===== src/rtl/adc_ctrl_pkg.sv =====
// Shared types for the converter control-port decoder.
// Assumes a single clock domain; nothing here holds state.
package adc_ctrl_pkg;

    // Which view of the result a read puts on the bus
    typedef enum logic [1:0] {
        RD_OFF  = 2'd0,
        RD_WIDE = 2'd1,
        RD_HIGH = 2'd2,
        RD_LOW  = 2'd3
    } rd_view_e;

    // Pick the bus view from the read-side control inputs
    function automatic rd_view_e pick_view(input logic enable, input logic wide,
                                           input logic low_byte);
        if (!enable)      return RD_OFF;
        else if (wide)    return RD_WIDE;
        else if (low_byte) return RD_LOW;
        else              return RD_HIGH;
    endfunction

endpackage


===== src/rtl/adc_edge_detect.sv =====
// Registers the three start-related control lines and flags the clock where
// the start condition (enable high, select low, convert low) is completed by
// an edge on any one of them. Assumes inputs are already synchronous to clk.
module adc_edge_detect (
    input  logic clk,
    input  logic rst_n,
    input  logic en_i,
    input  logic sel_n_i,
    input  logic rdc_i,
    output logic start_o
);
    logic en_q, sel_n_q, rdc_q;
    logic cond, en_rise, sel_fall, rdc_fall;

    // Hold last-clock values; reset to the inactive levels
    always_ff @(posedge clk) begin
        if (!rst_n) begin
            en_q    <= 1'b0;
            sel_n_q <= 1'b1;
            rdc_q   <= 1'b1;
        end else begin
            en_q    <= en_i;
            sel_n_q <= sel_n_i;
            rdc_q   <= rdc_i;
        end
    end

    // Detect the completing edge of the start condition
    always_comb begin
        cond     = en_i & ~sel_n_i & ~rdc_i;
        en_rise  = en_i & ~en_q;
        sel_fall = ~sel_n_i & sel_n_q;
        rdc_fall = ~rdc_i & rdc_q;
        start_o  = cond & (en_rise | sel_fall | rdc_fall);
    end


    no_repeat_start_chk: assert property (@(posedge clk) disable iff (!rst_n)
        start_o |=> !start_o);

endmodule


===== src/rtl/adc_conv_timer.sv =====
// Runs one conversion at a time: latches the length select on start, counts
// the busy window, and stores the sample (truncated for short runs) when it
// ends. Assumes CYC_SHORT and CYC_FULL are at least 1.
module adc_conv_timer #(
    parameter int DATA_W    = 12,
    parameter int BYTE_W    = 8,
    parameter int CYC_FULL  = 14,
    parameter int CYC_SHORT = 10
) (
    input  logic              clk,
    input  logic              rst_n,
    input  logic              start_i,
    input  logic              short_i,
    input  logic [DATA_W-1:0] sample_i,
    output logic              busy_o,
    output logic [DATA_W-1:0] result_o
);
    localparam int CNT_W  = $clog2(CYC_FULL + 1);
    localparam int LOW_W  = DATA_W - BYTE_W;
    localparam logic [CNT_W-1:0] LOAD_FULL  = CNT_W'(CYC_FULL - 1);
    localparam logic [CNT_W-1:0] LOAD_SHORT = CNT_W'(CYC_SHORT - 1);

    logic              busy_q, short_q;
    logic [CNT_W-1:0]  cnt_q;
    logic [DATA_W-1:0] result_q;
    logic [DATA_W-1:0] captured;

    // Shape the stored value according to the latched length
    always_comb begin
        if (short_q) captured = {sample_i[DATA_W-1 -: BYTE_W], {LOW_W{1'b0}}};
        else         captured = sample_i;
    end

    // Busy window counter, length latch and result capture
    always_ff @(posedge clk) begin
        if (!rst_n) begin
            busy_q   <= 1'b0;
            short_q  <= 1'b0;
            cnt_q    <= '0;
            result_q <= '0;
        end else if (busy_q) begin
            if (cnt_q == '0) begin
                busy_q   <= 1'b0;
                result_q <= captured;
            end else begin
                cnt_q <= cnt_q - 1'b1;
            end
        end else if (start_i) begin
            busy_q  <= 1'b1;
            short_q <= short_i;
            cnt_q   <= short_i ? LOAD_SHORT : LOAD_FULL;
        end
    end

    assign busy_o   = busy_q;
    assign result_o = result_q;


    start_load_chk: assert property (@(posedge clk) disable iff (!rst_n)
        (start_i && !busy_q) |=> (busy_q &&
            cnt_q == ($past(short_i) ? LOAD_SHORT : LOAD_FULL)));


    ignore_start_chk: assert property (@(posedge clk) disable iff (!rst_n)
        (busy_q && cnt_q != '0) |=> (busy_q && cnt_q == $past(cnt_q) - 1'b1));


    short_zero_chk: assert property (@(posedge clk) disable iff (!rst_n)
        (busy_q && cnt_q == '0 && short_q) |=> (result_q[LOW_W-1:0] == '0));

endmodule


===== src/rtl/adc_read_mux.sv =====
// Decodes the read side: enables the bus only for a read while idle and
// selects the wide word, the high byte or the left-justified low byte.
// Assumes BYTE_W >= DATA_W - BYTE_W so the low nibble fits in a byte lane.
module adc_read_mux
    import adc_ctrl_pkg::*;
#(
    parameter int DATA_W = 12,
    parameter int BYTE_W = 8
) (
    input  logic              clk,
    input  logic              rst_n,
    input  logic              en_i,
    input  logic              sel_n_i,
    input  logic              rdc_i,
    input  logic              wide_i,
    input  logic              byte_i,
    input  logic              busy_i,
    input  logic [DATA_W-1:0] result_i,
    output logic              oe_o,
    output logic [DATA_W-1:0] data_o
);
    localparam int LOW_W = DATA_W - BYTE_W;
    localparam int PAD_W = BYTE_W - LOW_W;

    rd_view_e view;
    logic [BYTE_W-1:0] low_lane;

    // Read enable and view selection
    always_comb begin
        oe_o     = en_i & ~sel_n_i & rdc_i & ~busy_i;
        view     = pick_view(oe_o, wide_i, byte_i);
        low_lane = {result_i[LOW_W-1:0], {PAD_W{1'b0}}};
    end

    // Route the selected view onto the bus lanes
    always_comb begin
        unique case (view)
            RD_WIDE: data_o = result_i;
            RD_HIGH: data_o = {result_i[DATA_W-1 -: BYTE_W], {LOW_W{1'b0}}};
            RD_LOW:  data_o = {low_lane, {LOW_W{1'b0}}};
            default: data_o = '0;
        endcase
    end


    oe_idle_chk: assert property (@(posedge clk) disable iff (!rst_n)
        oe_o |-> !busy_i);


    byte_pad_chk: assert property (@(posedge clk) disable iff (!rst_n)
        (oe_o && !wide_i) |-> (data_o[LOW_W-1:0] == '0));

endmodule


===== src/rtl/adc_ctrl_port.sv =====
// Top of the converter control-port decoder. Wires edge detection, the
// conversion timer and the read multiplexer. The three-state bus is given as
// a value plus one enable; the pad ring applies high impedance.
module adc_ctrl_port #(
    parameter int DATA_W    = 12,
    parameter int BYTE_W    = 8,
    parameter int CYC_FULL  = 14,
    parameter int CYC_SHORT = 10
) (
    input  logic              clk,
    input  logic              rst_n,
    input  logic              chip_en_i,
    input  logic              chip_sel_n_i,
    input  logic              rd_conv_i,
    input  logic              wide_rd_i,
    input  logic              byte_addr_i,
    input  logic [DATA_W-1:0] sample_i,
    output logic              busy_o,
    output logic              bus_oe_o,
    output logic [DATA_W-1:0] data_o
);
    logic              start;
    logic [DATA_W-1:0] result;

    adc_edge_detect u_edge (
        .clk     (clk),
        .rst_n   (rst_n),
        .en_i    (chip_en_i),
        .sel_n_i (chip_sel_n_i),
        .rdc_i   (rd_conv_i),
        .start_o (start)
    );

    adc_conv_timer #(
        .DATA_W   (DATA_W),
        .BYTE_W   (BYTE_W),
        .CYC_FULL (CYC_FULL),
        .CYC_SHORT(CYC_SHORT)
    ) u_timer (
        .clk      (clk),
        .rst_n    (rst_n),
        .start_i  (start),
        .short_i  (byte_addr_i),
        .sample_i (sample_i),
        .busy_o   (busy_o),
        .result_o (result)
    );

    adc_read_mux #(
        .DATA_W(DATA_W),
        .BYTE_W(BYTE_W)
    ) u_rd (
        .clk      (clk),
        .rst_n    (rst_n),
        .en_i     (chip_en_i),
        .sel_n_i  (chip_sel_n_i),
        .rdc_i    (rd_conv_i),
        .wide_i   (wide_rd_i),
        .byte_i   (byte_addr_i),
        .busy_i   (busy_o),
        .result_i (result),
        .oe_o     (bus_oe_o),
        .data_o   (data_o)
    );

endmodule


===== config.mk =====
export PLATFORM = sky130hd
export DESIGN_NAME = adc_ctrl_port
export DESIGN_NICKNAME = d
export VERILOG_FILES = /design/src/rtl/adc_ctrl_pkg.sv /design/src/rtl/adc_edge_detect.sv /design/src/rtl/adc_conv_timer.sv /design/src/rtl/adc_read_mux.sv /design/src/rtl/adc_ctrl_port.sv
export SDC_FILE = /design/constraint.sdc
export NUM_CORES = 1
export LEC_CHECK = 0
export ABC_AREA = 1
export BUFFER_PORTS_ARGS = -buffer_cell sky130_fd_sc_hd__buf_2
export CAP_MARGIN = 20
export CORE_AREA = 5 5 52 54
export CTS_CLUSTER_DIAMETER = 80
export DETAILED_ROUTE_END_ITERATION = 6
export DIE_AREA = 0 0 57 59
export PLACE_DENSITY = 0.78
export SYNTH_ARGS = -nofsm -noshare
export SYNTH_HDL_FRONTEND = slang
export SYNTH_SLANG_ARGS = --single-unit

===== constraint.sdc =====
create_clock -name clk -period 1.9 [get_ports clk]
set_clock_uncertainty 0.2 [all_clocks]
set_input_delay 0.285 -clock clk [delete_from_list [all_inputs] [get_ports clk]]
set_output_delay 0.285 -clock clk [all_outputs]
set_load 0.02 [all_outputs]

; Yosys cells after proc, flatten, opt, wreduce, memory -nomap -nowiden
; Cells that the tools add are included.
[op_classes]
muxes = 12
eq_ne = 4
bitwise_logic = 14
add_sub_neg = 1
n_reduce_logical = 5
[op_table]
columns = operator, n
row1 = case mux 12 bit (3 select lines), 1
row2 = two-way mux 4 bit, 4
row3 = bitwise AND 1 bit, 8
row4 = AND reduction 2 bit, 3
row5 = "== test 2 bit, second input constant", 2
row6 = logical NOT 4 bit, 1
row7 = two-way mux 1 bit, 4
row8 = two-way mux 2 bit, 2
row9 = NOT 1 bit, 4
row10 = "subtractor 4 x 1 -> 4 bit, second input constant", 1
row11 = two-way mux 3 bit, 1
row12 = "== test 2 x 1 -> 1 bit, second input constant", 1
row13 = "inequality test 2 bit, second input constant", 1
row14 = bitwise OR 1 bit, 2
row15 = nonzero test 2 bit, 1
[word_totals]
reg_bits = 21
out_inout_bits = 14

; Longest topological paths before layout
[logic_depth]
word_depth = 7
mapped_depth = 9

; Cells and area by module
; A second synthesis with hierarchy kept.
[hier_totals]
cells_unflattened = 146
area_unflattened_um2 = 1076.0
[modules_own_cells]
columns = mod, area_each_um2, cells_per_inst, n_inst
row1 = adc_conv_timer, 752.0, 94, 1
row2 = adc_read_mux, 221.5, 38, 1
row3 = adc_edge_detect, 102.6, 14, 1

; Least setup slack after synthesis
; OpenSTA, ideal clock, no wires.
[synth_path]
path_kind = flip-flop to output port
start = register u_timer.busy_q, in the netlist u_timer.busy_o
end = output data_o[10]
path_stages_with_launch = 6
slack_ns = 0.097
required_time_ns = 1.415
path_buffers = 0
arrival_time_ns = 1.318
cell_sequence = dfxtp_1 -> inv_2 -> nand4_2 -> nor2_1 -> inv_2 -> o21ai_0
[synth_via]
elab_chain_len = 5
[synth_rtl]
columns = element, line
row1 = from (decl), adc_conv_timer.sv:23  ; logic busy_q, short_q;
row2 = from (signal assigned), adc_conv_timer.sv:37  ; busy_q <= 1'b0;
row3 = from (signal assigned), adc_conv_timer.sv:43  ; busy_q <= 1'b0;
row4 = from (signal assigned), adc_conv_timer.sv:49  ; busy_q <= 1'b1;
row5 = NOT 1 bit (no line) (*), n/a
row6 = bitwise AND 1 bit (*), adc_read_mux.sv:30  ; oe_o = en_i & ~sel_n_i & rdc_i & ~busy_i;
row7 = two-way mux 2 bit (*), adc_ctrl_pkg.sv:16  ; if (!enable) return RD_OFF;
row8 = == test 2 bit / == test 2 x 1 -> 1 bit (equally long branches), adc_read_mux.sv:37  ; unique case (view)
row9 = case mux 12 bit (3 select lines) (*), adc_read_mux.sv:37
row10 = to (decl), adc_ctrl_port.sv:20  ; output logic [DATA_W-1:0] data_o
; Mark *: on every way between the ends. The rest lies on a longest branch, timed or not.

; Worst setup path in the final report
[layout_path]
start = register u_timer.busy_q, in the netlist u_timer.busy_o
end = output data_o[11]
; The elaborated chain is that of the path after synthesis.

==> results.yml <==
power:
  p_sw_frac: 0.2774
  p_sw_w: 0.0002316
  pwr-share-seq: 0.568
  vdd_drop_max_mv: 0.4599
  intPower_w: 0.0006034
  powerDensity_nw_per_um2: 641.7
  clkPwrFrac: 0.252
  leakagePower_nw: 0.6579
  p_comb_frac: 0.180
global_route:
  antenna_found_initial: 0
  grt_max_degree: 25
  grt_pass1_wl_mm: 4.105
  grt.overflow.total: 0
  track_usage: 0.1518
  grt_pass1_vias: 1041
synthesis:
  synth_top_family_by_area: "simple AND/OR/NAND/NOR gates"
  syn_inst: 151
  synth-edff-count: 0
  synth_top_cell_area_share: 0.4063
  ys_seq_area_frac: 0.4063
  synth_area_sq_um: 1035
  synthMuxAreaShare: 0
  synthArstFlopShare: 0
  syn-num-nets: 172
  ys_ff_latch: 21
  synth_adder_area_share: 0.02418
  synthSimpleGateAreaFrac: 0.2950
  synth-compound-area-share: 0.1451
  avgSynthCellArea_sq_um: 6.853
  yosysWarnings: 0
  ys.flop_type: "dfxtp_1"
  yosysTopAreaCell: "dfxtp_1"
  yosysUniqueCellTypes: 19
  synth-xor-area-share: 0
  synthTopCellsByArea: "dfxtp_1 41%, nand2_1 11%, inv_1 10%"
routing:
  antenna_left: 0
  drt-initial-drc-count: 10
  drc: 0
  routedWlPerCell_microns: 11.36
  drtPass1Iterations: 4
  num_vias: 1040
  wirelength_mm: 2.442
  vias_per_cell: 4.837
worst_setup_path:
  crit_fanout: 4
  end_kind: "output pin"
  worstSetupStartpointType: "flop"
  setup.worst_path.class: "reg2out"
  worstPathArrival_ns: 1.35
  cp_data_required_time_ns: 1.41
floorplan:
  start_util: 0.4769
  fp.dieH_microns: 59
  core_sq_um: 2170
  die-width_microns: 57
  num_io_pins: 33
  std_cell_rows: 17
  dieArea_sq_um: 3363
clock_network:
  clkTransAtPathRegs_ns: 0.11
  cts_made_buffers: 3
  clock-sinks: 21
  htree_levels: 1
  cts_tree: "built"
  cts_root_buffer: "clkbuf_4"
  clockBufferDepth: 2
  insertion_delay_ns: 0.29
timing:
  final-setup-viol-count: 0
  period_share: 0.9661
  fmax_mhz: 544.8
  fin_setup_tns_ns: 0
  rsz0062_at_grt: "true"
  hold_viol: 0
  drv_slew: 0
  relSlewSlack: 0.8116
  setup_slack_ns: 0.06441
  period_minus_slack_ns: 1.836
  worst_slew_pin_slew_ns: 0.2826
hold_path:
  hp-class: "in2reg"
layout:
  nets: 209
  diodes: 0
  layout_common_cells: "29 x nand2_1, 28 x inv_1, 25 x buf_2"
  final_common_cell: "nand2_1"
  drive_gt1_frac: 0.2620
  synthToLayoutAreaGrowth_pct: 25.76
place:
  dp_worst_setup_slack_ns: 0.1642
  io_buffers: 32
  dpl.hpwl_mm: 1.827
  place.gp.congestion: 0.7337
run_status:
  status: "completed"
flow_run:
  drv_cap: 0
[critical path, stage by stage (launching register included)]
cell     delay, ns
dfxtp_2       0.34
inv_2         0.09
nand4_4       0.11
nor3_4        0.20
nand2_1       0.07
o21ai_1       0.08
buf_4         0.16
[area by class of cell]
cell class              instances  area [sq um]
fillers                       224         868.3
multi-input cells              97         505.5
inverters                      30         112.6
well taps                      28         35.03
flip-flops and latches         21         421.7
clock buffers                   4         26.28
repair buffers                 35         200.2
[final timing paths]
| kind | from | end | slack, ns | cells past startpoint |
|---|---|---|---|---|
| setup reg to reg | u_timer.cnt_q[0] | u_timer.result_o[9] | 0.33 | 5 |
| setup / recovery | u_timer.busy_o | data_o[11] | 0.06 | 6 |
| hold reg to reg | u_timer.result_o[8] | u_timer.result_o[8] | 0.26 | 2 |
| hold / removal | chip_en_i | u_edge.en_q | 0.05 | 3 |
[Yosys cell counts (2+ instances only)]
| library cell | number |
|---|---|
| nor2_2 | 2 |
| nand3_1 | 8 |
| buf_2 | 2 |
| ha_1 | 2 |
| dfxtp_1 | 21 |
| nand2_1 | 29 |
| inv_2 | 2 |
| nor3b_1 | 4 |
| inv_1 | 28 |
| o21ai_0 | 11 |
| o21ai_1 | 2 |
| a21oi_1 | 17 |
| nor2_1 | 17 |
[flip-flops by register name, indices dropped and copies added (netlist names)]
register	flops
u_timer.cnt_q	4
u_edge.en_q	1
u_timer.busy_o	1
u_timer.result_o	12
u_timer.short_q	1
u_edge.sel_n_q	1
u_edge.rdc_q	1
[power groups by stage]
stage          Combinational [W]  Clock, W  Sequential [W]
2_1_floorplan          0.0000941         0        0.000484
3_3_place_gp            0.000130         0        0.000483
3_5_place_dp            0.000139         0        0.000484
4_1_cts                 0.000143  0.000218        0.000474
5_1_grt                 0.000171  0.000234        0.000477
6_report                0.000150  0.000211        0.000474
[stage by stage]
step	util	hold WS (ns)	total power, W	std cells	area [sq um]
after CTS	0.5807	0.03031	0.0008346	213	1260
after global routing	0.5998	0.05449	0.0008823	215	1301
after floorplan	-	0.1785	0.0005776	151	1035
final	0.5998	0.04519	0.0008350	215	1301
after global placement	0.5606	0.2346	0.0006128	209	1216
after detailed placement	0.5606	0.2449	0.0006227	209	1216
[cells by family after synthesis]
family | after synthesis
buffers and inverters | 33
flip-flops | 21
AO/OA/AOI/OAI | 30
AND/OR/NAND/NOR | 65
adder cells (fa/ha/maj) | 2
[per-layer routing]
| layer | up-vias | track usage | routed length (microns) |
|---|---|---|---|
| li1 | 546 | - | - |
| met4 | 0 | 0.05960 | 8 |
| met1 | 471 | 0.1653 | 1074 |
| met2 | 21 | 0.2920 | 1259 |
| met5 | - | 0 | 0 |
| met3 | 2 | 0.02397 | 100 |
[what timing repair did]
action | 4_1_cts | 5_1_grt
buffers inserted | 0 | 2
setup endpoints to repair | 4 | 15
pin swaps | 1 | 1
hold buffers | 0 | 0
resized for setup | 3 | 13
No activity file was read; power rests on OpenSTA's default activity.
